$ cat src/rtl/hse_pkg.sv
// Package: shared widths, digit type and subset/member symbol table for
// the subset-parity encoder. Assumes three channels of 4-wire symbols.
package hse_pkg;

    localparam int SYM_W    = 4;                  // wires per channel
    localparam int NUM_CH   = 3;                  // parallel channels
    localparam int DIGIT_W  = 2;                  // bits for a base-3 digit
    localparam int UPPER_W  = 3;                  // data bits in subset layer
    localparam int DATA_W   = UPPER_W + NUM_CH;   // one member bit per channel
    localparam int WORD_W   = NUM_CH * SYM_W;

    typedef logic [DIGIT_W-1:0] digit_t;
    typedef logic [SYM_W-1:0]   sym_t;

    // Map a subset digit and a member select bit to a weight-2 symbol.
    function automatic sym_t subset_symbol(input digit_t dig, input logic sel);
        sym_t s;
        case (dig)
            2'd0:    s = sel ? 4'b1100 : 4'b0011;
            2'd1:    s = sel ? 4'b1010 : 4'b0101;
            2'd2:    s = sel ? 4'b1001 : 4'b0110;
            default: s = 4'b0000;
        endcase
        return s;
    endfunction

endpackage

$ cat src/rtl/hse_digit_split.sv
// Module: hse_digit_split
// Converts a 3-bit binary value (0..7) into two base-3 digits, high and low.
// Assumes the input never exceeds 7, so the high digit is at most 2.
// Built from compare-and-subtract steps, with no divider.
module hse_digit_split
    import hse_pkg::*;
(
    input  logic [UPPER_W-1:0] bin_in,
    output digit_t             dig_hi,
    output digit_t             dig_lo
);

    logic [UPPER_W-1:0] rem;

    // Pick the high digit by range, then take the remainder for the low digit.
    always_comb begin
        if (bin_in >= 3'd6) begin
            dig_hi = 2'd2;
            rem    = bin_in - 3'd6;
        end else if (bin_in >= 3'd3) begin
            dig_hi = 2'd1;
            rem    = bin_in - 3'd3;
        end else begin
            dig_hi = 2'd0;
            rem    = bin_in;
        end
        dig_lo = rem[DIGIT_W-1:0];
    end

    logic unused_rem;
    assign unused_rem = rem[UPPER_W-1];

endmodule

$ cat src/rtl/hse_parity.sv
// Module: hse_parity
// Produces the base-3 checksum digit that makes the sum of the two data
// digits and itself congruent to zero mod 3. Assumes both inputs lie in 0..2.
module hse_parity
    import hse_pkg::*;
(
    input  digit_t dig_a,
    input  digit_t dig_b,
    output digit_t dig_p
);

    logic [DIGIT_W:0] sum;
    digit_t           sum_mod;

    // Reduce the 0..4 sum modulo 3, then negate modulo 3.
    always_comb begin
        sum     = {1'b0, dig_a} + {1'b0, dig_b};
        sum_mod = (sum >= 3'd3) ? digit_t'(sum - 3'd3) : sum[DIGIT_W-1:0];
        case (sum_mod)
            2'd1:    dig_p = 2'd2;
            2'd2:    dig_p = 2'd1;
            default: dig_p = 2'd0;
        endcase
    end

endmodule

$ cat src/rtl/hse_sym_map.sv
// Module: hse_sym_map
// Maps one channel's subset digit and member-select bit to its 4-wire symbol.
// Assumes the digit lies in 0..2. An illegal digit maps to an all-zero symbol.
module hse_sym_map
    import hse_pkg::*;
(
    input  digit_t dig,
    input  logic   sel,
    output sym_t   sym
);

    // Look up the symbol in the shared subset table.
    always_comb sym = subset_symbol(dig, sel);

endmodule

$ cat src/rtl/hse_encoder.sv
// Module: hse_encoder (top)
// Two-layer encoder for three 4-wire weight-2 channels:
// - in_data[5:3] becomes two base-3 subset digits (channels 2 and 1);
// - a mod-3 checksum digit goes to channel 0;
// - in_data[k] picks the member inside channel k's subset.
// The codeword is registered: it updates on the edge after a handshake and
// otherwise holds. in_ready rises one cycle after reset is released.
// Assumes: synchronous, active-low reset.
module hse_encoder
    import hse_pkg::*;
(
    input  logic              clk,
    input  logic              rst_n,
    input  logic              in_valid,
    output logic              in_ready,
    input  logic [DATA_W-1:0] in_data,
    output logic              out_valid,
    output logic [WORD_W-1:0] out_word
);

    digit_t              digs [NUM_CH];
    logic [WORD_W-1:0]   word_nxt;
    logic                rdy_q;
    logic                vld_q;
    logic [WORD_W-1:0]   word_q;
    logic                accept;

    assign accept = in_valid && rdy_q;

    hse_digit_split u_split (
        .bin_in (in_data[DATA_W-1 -: UPPER_W]),
        .dig_hi (digs[2]),
        .dig_lo (digs[1])
    );

    hse_parity u_par (
        .dig_a (digs[2]),
        .dig_b (digs[1]),
        .dig_p (digs[0])
    );

    for (genvar ch = 0; ch < NUM_CH; ch++) begin : g_ch
        hse_sym_map u_map (
            .dig (digs[ch]),
            .sel (in_data[ch]),
            .sym (word_nxt[ch*SYM_W +: SYM_W])
        );
    end

    // Ready flag: low in reset, high from the first cycle after it.
    always_ff @(posedge clk) begin
        if (!rst_n) rdy_q <= 1'b0;
        else        rdy_q <= 1'b1;
    end

    // Output register: load on handshake, hold otherwise; pulse valid.
    always_ff @(posedge clk) begin
        if (!rst_n) begin
            word_q <= '0;
            vld_q  <= 1'b0;
        end else begin
            vld_q <= accept;
            if (accept) word_q <= word_nxt;
        end
    end

    assign in_ready  = rdy_q;
    assign out_valid = vld_q;
    assign out_word  = word_q;

endmodule

$ cat config.mk
export PLATFORM = sky130hd
export DESIGN_NAME = hse_encoder
export DESIGN_NICKNAME = d
export VERILOG_FILES = /design/src/rtl/hse_pkg.sv /design/src/rtl/hse_digit_split.sv /design/src/rtl/hse_parity.sv /design/src/rtl/hse_sym_map.sv /design/src/rtl/hse_encoder.sv
export SDC_FILE = /design/constraint.sdc
export NUM_CORES = 1
export LEC_CHECK = 0
export BUFFER_PORTS_ARGS = -buffer_cell sky130_fd_sc_hd__buf_2
export CAP_MARGIN = 20
export CORE_MARGIN = 1.5
export CORE_UTILIZATION = 34
export CTS_BUF_LIST = sky130_fd_sc_hd__clkbuf_16
export DETAILED_ROUTE_END_ITERATION = 8
export HOLD_SLACK_MARGIN = 0.02
export SKIP_LAST_GASP = 1
export SYNTH_ARGS = -nofsm -noshare
export SYNTH_HDL_FRONTEND = slang
export SYNTH_SLANG_ARGS = --single-unit
$ cat constraint.sdc
create_clock -name clk -period 7.6 [get_ports clk]
set_clock_uncertainty 0.1 [all_clocks]
set_input_delay 0.38 -clock clk [delete_from_list [all_inputs] [get_ports clk]]
set_output_delay 0.38 -clock clk [all_outputs]
set_load 0.005 [all_outputs]
; ---- Word-level counts from Yosys, hierarchy flattened
; Cells that the tools add are included.
[classes]
magnitude_cmp = 3
reduce_logical = 4
muxes = 19
eq_ne = 8
add_sub_neg = 4
[ops]
columns = operator, count
row1 = 2-to-1 mux 4 bit, 9
row2 = case mux 4 bit (3 select lines), 3
row3 = equality test 2 x 1 -> 1 bit (second input constant), 4
row4 = equality test 2 bit (second input constant), 4
row5 = 2-to-1 mux 2 bit, 4
row6 = greater-or-equal comparator 3 x 2 -> 1 bit (second input constant), 2
row7 = zero test 2 bit, 3
row8 = subtractor 2 bit (second input constant), 3
row9 = case mux 2 bit (2 select lines), 1
row10 = adder 2 x 2 -> 3 bit, 1
row11 = greater-or-equal comparator 3 bit (second input constant), 1
row12 = 2-to-1 mux 1 bit, 2
row13 = logical AND 1 bit, 1
[word_totals]
elab_cells = 41
input_bits = 9
register_bits = 14

; ---- Depth between registers and ports, before layout
[logic_depth]
ltp_word = 10
depth_mapped = 19
mapped_depth_nobuf = 19

; ---- Modules after synthesis
; Synthesis repeated with hierarchy kept, for this count alone.
[hier_totals]
cells_unflattened = 112
hier_area_um2 = 968.4
[by_module_without_submodules]
columns = mod, cells_per_inst, area_per_inst_um2, n_inst, seq_area_each_um2
row1 = hse_encoder, 58, 570.5, 1, 280.3
row2 = hse_sym_map, 8, 53.8, 3, 0.0
row3 = hse_parity, 13, 118.9, 1, 0.0
row4 = hse_digit_split, 17, 117.6, 1, 0.0

; ---- Worst setup path before layout
; Ideal clock, no wire load.
[synth_timing]
path_type = input port to flip-flop
start = in in_data[3]
end = reg word_q[3], in the netlist out_word[3]
cell_stages = 17
setup_time_ps = 122
path_slack_ps = 4073
arrival_ps = 3305
path_cell_list = inv_1 -> ha_1 -> o21ai_1 -> o311a_1 -> or2_4 -> clkinv_4 -> ha_1 -> ha_1 -> ha_1 -> a311o_2 -> nor2_1 -> o22a_1 -> inv_1 -> ha_1 -> or3_1 -> nand4_1 -> a21boi_0
[synth_between]
elab_chain_cells = 10
[synth_lines]
columns = element, line
row1 = start: declaration, hse_encoder.sv:16  ; input logic [DATA_W-1:0] in_data,
row2 = greater-or-equal comparator 3 x 2 -> 1 bit or subtractor 2 bit (tied branches), "hse_digit_split.sv:20, hse_digit_split.sv:22"
row3 = 2-to-1 mux 1 bit or 2-to-1 mux 2 bit (tied branches), hse_digit_split.sv:20  ; end else if (bin_in >= 3'd3) begin
row4 = 2-to-1 mux 2 bit, hse_digit_split.sv:17  ; if (bin_in >= 3'd6) begin
row5 = adder 2 x 2 -> 3 bit (*), hse_parity.sv:17  ; sum = {1'b0, dig_a} + {1'b0, dig_b};
row6 = greater-or-equal comparator 3 x 2 -> 1 bit or subtractor 2 bit (tied branches), hse_parity.sv:18  ; sum_mod = (sum >= 3'd3) ? digit_t'(sum - 3'd3) : sum[DIGIT_W-1:0];
row7 = 2-to-1 mux 2 bit (*), hse_parity.sv:18
row8 = equality test 2 bit or equality test 2 x 1 -> 1 bit (tied branches), hse_parity.sv:19  ; case (sum_mod)
row9 = case mux 2 bit (2 select lines) (*), hse_parity.sv:19
row10 = "equality test 2 bit, or another cell as far along", hse_pkg.sv:18  ; case (dig)
row11 = case mux 4 bit (3 select lines) (*), hse_pkg.sv:18
row12 = end signal: assignment, hse_encoder.sv:63  ; if (accept) word_q <= word_nxt;
row13 = end: declaration, hse_encoder.sv:25  ; logic [WORD_W-1:0] word_q;
; Mark *: on every way between the ends. The rest lies on a longest branch, timed or not.
; A chain may end at the register's enable or synchronous reset.

; ---- Worst setup path after layout
; Ends and elaborated chain as after synthesis.

==> flow_summary_export.csv <==
group,metric,value,unit
run_status,status,"complete, no violations",
cells_and_area,drive_gt1_frac,0.238,
global_route,grt_usage,0.131,
min_path,hold_class,"in2reg",
timing,min_period,3.71,ns
synth,synthTopCellsByArea,"dfxtp_1, ha_1, nand2_1",
setup_path,cp-end-kind,"register",
clock_tree,tritoncts,"done",
route,post-route-drc-count,0,
timing,tns,0,ns
timing,slew_viol_final,0,
synth,synthMuxAreaShare,0.0115,
synth,synthCells,104,
global_route,first_global_vias,651,
place,pre_cts_ws,3.64,ns
route,routed_wl,1710,µm
die,num_io_pins,23,
global_route,grt_pass1_wl,2730,µm
timing,tightestPinTransition,0.367,ns
synth,synth.avg_cell_area,8.37,µm²
synth,synth.distinct_cells,38,
clock_tree,postCtsHoldBufs,0,
timing,period_share,0.488,
place,finalWeightedCongestion,0.781,
route,firstDrtPassIters,4,
setup_path,slowest_stage,"a311o_2",
route,avgViaCountPerCell,4.95,
place,placed_cell_area,996,µm²
synth,yosysWarnings,0,
setup_path,crit_type,"in2reg",
synth,synth-seq-cells,14,
cells_and_area,nets,143,
synth,yosys.cell_count.top_type,"dfxtp_1",
setup_path,cp-start-kind,"input pin",
clock_tree,cts_sinks,14,
clock_tree,cts_max_level,1,
cells_and_area,area_growth,23.4,%
synth,synth-seq-area-share,0.322,
global_route,grt_max_degree,15,
timing,slew-limit-headroom,0.755,
route,antenna_left,0,
timing,timing.fmax,270,MHz
clock_tree,cts-resized-gates,0,
place,dp_hpwl,1390,µm
setup_path,max_stage_delay,0.39,ns
global_route,antenna_found_initial,0,
die,die_h,53.6,µm
clock_tree,post_cts_buffers,0,
synth,syn-num-nets,120,
die,die_w,53.6,µm
synth,synth-simple-area-share,0.226,
cells_and_area,n_antenna_cell,0,
cells_and_area,utilization,0.438,
job,drv_cap,0,
die,start_util,0.355,
setup_path,crit_fanout,7,
die,fp.coreArea,2450,µm²
synth,synth-xor-area-share,0.0302,
synth,synth_top_area_cell,"dfxtp_1",
route,drtIter0Drc,14,
synth,ys_top_cells_by_count,"dfxtp_1, nand2_1, o21ai_0",
synth,synth_edf_count,0,
clock_tree,clock_latency,0.24,ns
timing,rsz0062_at_grt,"false",
setup_path,cp.required,7.62,ns
timing,hold_violations,0,
clock_tree,path_clk_slew,0.05,ns
clock_tree,root_buffer,"clkbuf_16",
setup_path,arrival,3.73,ns
synth,async_flop_share,0,
pwr,vdd_ir_drop_max,0.166,mV
pwr,total_power,0.252,mW
route,vias,772,
synth,syn_area,871,µm²
timing,finalSetupViolCount,0,
route,wire_per_inst,10.9,µm
cells_and_area,fin_area,1070,µm²
timing,setup_ws,3.89,ns
pwr,p_leak,0.506,nW
place,io_buffers,22,
die,std_cell_rows,18,
clock_tree,cts_buffers,3,
setup_path,path_cells,"buf_2 > inv_1 > ha_1 > o21ai_1 > o311a_1 > or2_4 > clkinv_4 > ha_1 > ha_1 > ha_1 > a311o_2 > nor2_1 > o22a_1 > inv_1 > ha_1 > or3_1 > nand4_1 > a21boi_0",
synth,synth_top_area_share,0.322,
synth,synth_ff_type,"dfxtp_1",
die,die_area,2870,µm²
clock_tree,clock_path_buffers,2,
synth,yosys.area_share.adder,0.101,
setup_path,crit_top_cell,"ha_1",
global_route,grt_overflow,0,
synth,synth_top_family_by_area,"compound AO/OA/AOI/OAI gates",
synth,synth_compound_area_frac,0.249,
pwr,power_density,234,nW/µm²
-- metrics by stage --
stage	instances	hold WS, ns
6_report	156	0.286
5_1_grt	156	0.296
4_1_cts	156	0.294
3_5_place_dp	152	0.347
3_3_place_gp	152	0.348
2_1_floorplan	104	0.308
-- cell usage in the layout (no fill, tap or decap), types with 2 or more instances in the layout --
cell,instances
o21ai_1,3
buf_2,22
nor2b_1,2
xor2_1,2
ha_1,7
nand3_1,3
nand2b_1,2
nor2_1,3
clkbuf_16,3
nor3_1,2
a21oi_1,4
nand2_1,13
and3_1,3
a21boi_0,3
dfxtp_1,14
inv_1,6
o21ai_0,8
and2_1,4
o221a_1,2
-- cells by family (layout without fill, tap and decap cells) --
logic type	after synthesis	after routing
simple gates	37	37
buf+inv	11	33
fa+ha+maj	7	7
mux	1	1
compound gates	31	31
flops	14	14
xor+xnor	3	3
-- worst paths after layout --
| path | startpoint | endpoint | slack, ns | cells after the start |
|---|---|---|---|---|
| worst min-delay path | rst_n | in_ready | 0.29 | 1 |
| worst max-delay path | in_data[3] | out_word[3] | 3.89 | 18 |
| worst max register to register | in_ready | out_word[5] | 6.32 | 3 |
| worst min register to register | out_word[7] | out_word[7] | 0.35 | 2 |
-- routing by layer --
| metal | vias up | GRT usage | wire [µm] |
|---|---|---|---|
| li1 | 417 | - | - |
| met3 | 2 | 0.0250 | 61 |
| met4 | 0 | 0.0513 | 19 |
| met1 | 332 | 0.172 | 845 |
| met2 | 21 | 0.212 | 780 |
| met5 | - | 0 | 0 |
-- power by group --
group	switching (mW)	internal, mW
clock network	0.0284	0.0694
registers	0.00247	0.0793
logic	0.0390	0.0333
-- area by class of cell --
class | count | area (µm²)
Tap cell | 30 | 37.5
Sequential cell | 14 | 280
Inverter | 7 | 31.3
Fill cell | 254 | 1380
Clock inverter | 1 | 3.75
Clock buffer | 3 | 75.1
Timing Repair Buffer | 22 | 110
Multi-Input combinational cell | 79 | 537
-- sequential cells by signal, summed over array words and instances (netlist names) --
signal and count:
in_ready 1, out_valid 1, out_word 12
-- worst max-delay path: cells and delay by family --
kind / cells / cell delay (ns)
adder cells (fa/ha/maj): 5 / 1.28
AND/OR/NAND/NOR: 4 / 0.71
AO/OA/AOI/OAI: 5 / 1.04
buffers and inverters: 4 / 0.31
No activity file was read; power rests on OpenSTA's default activity.
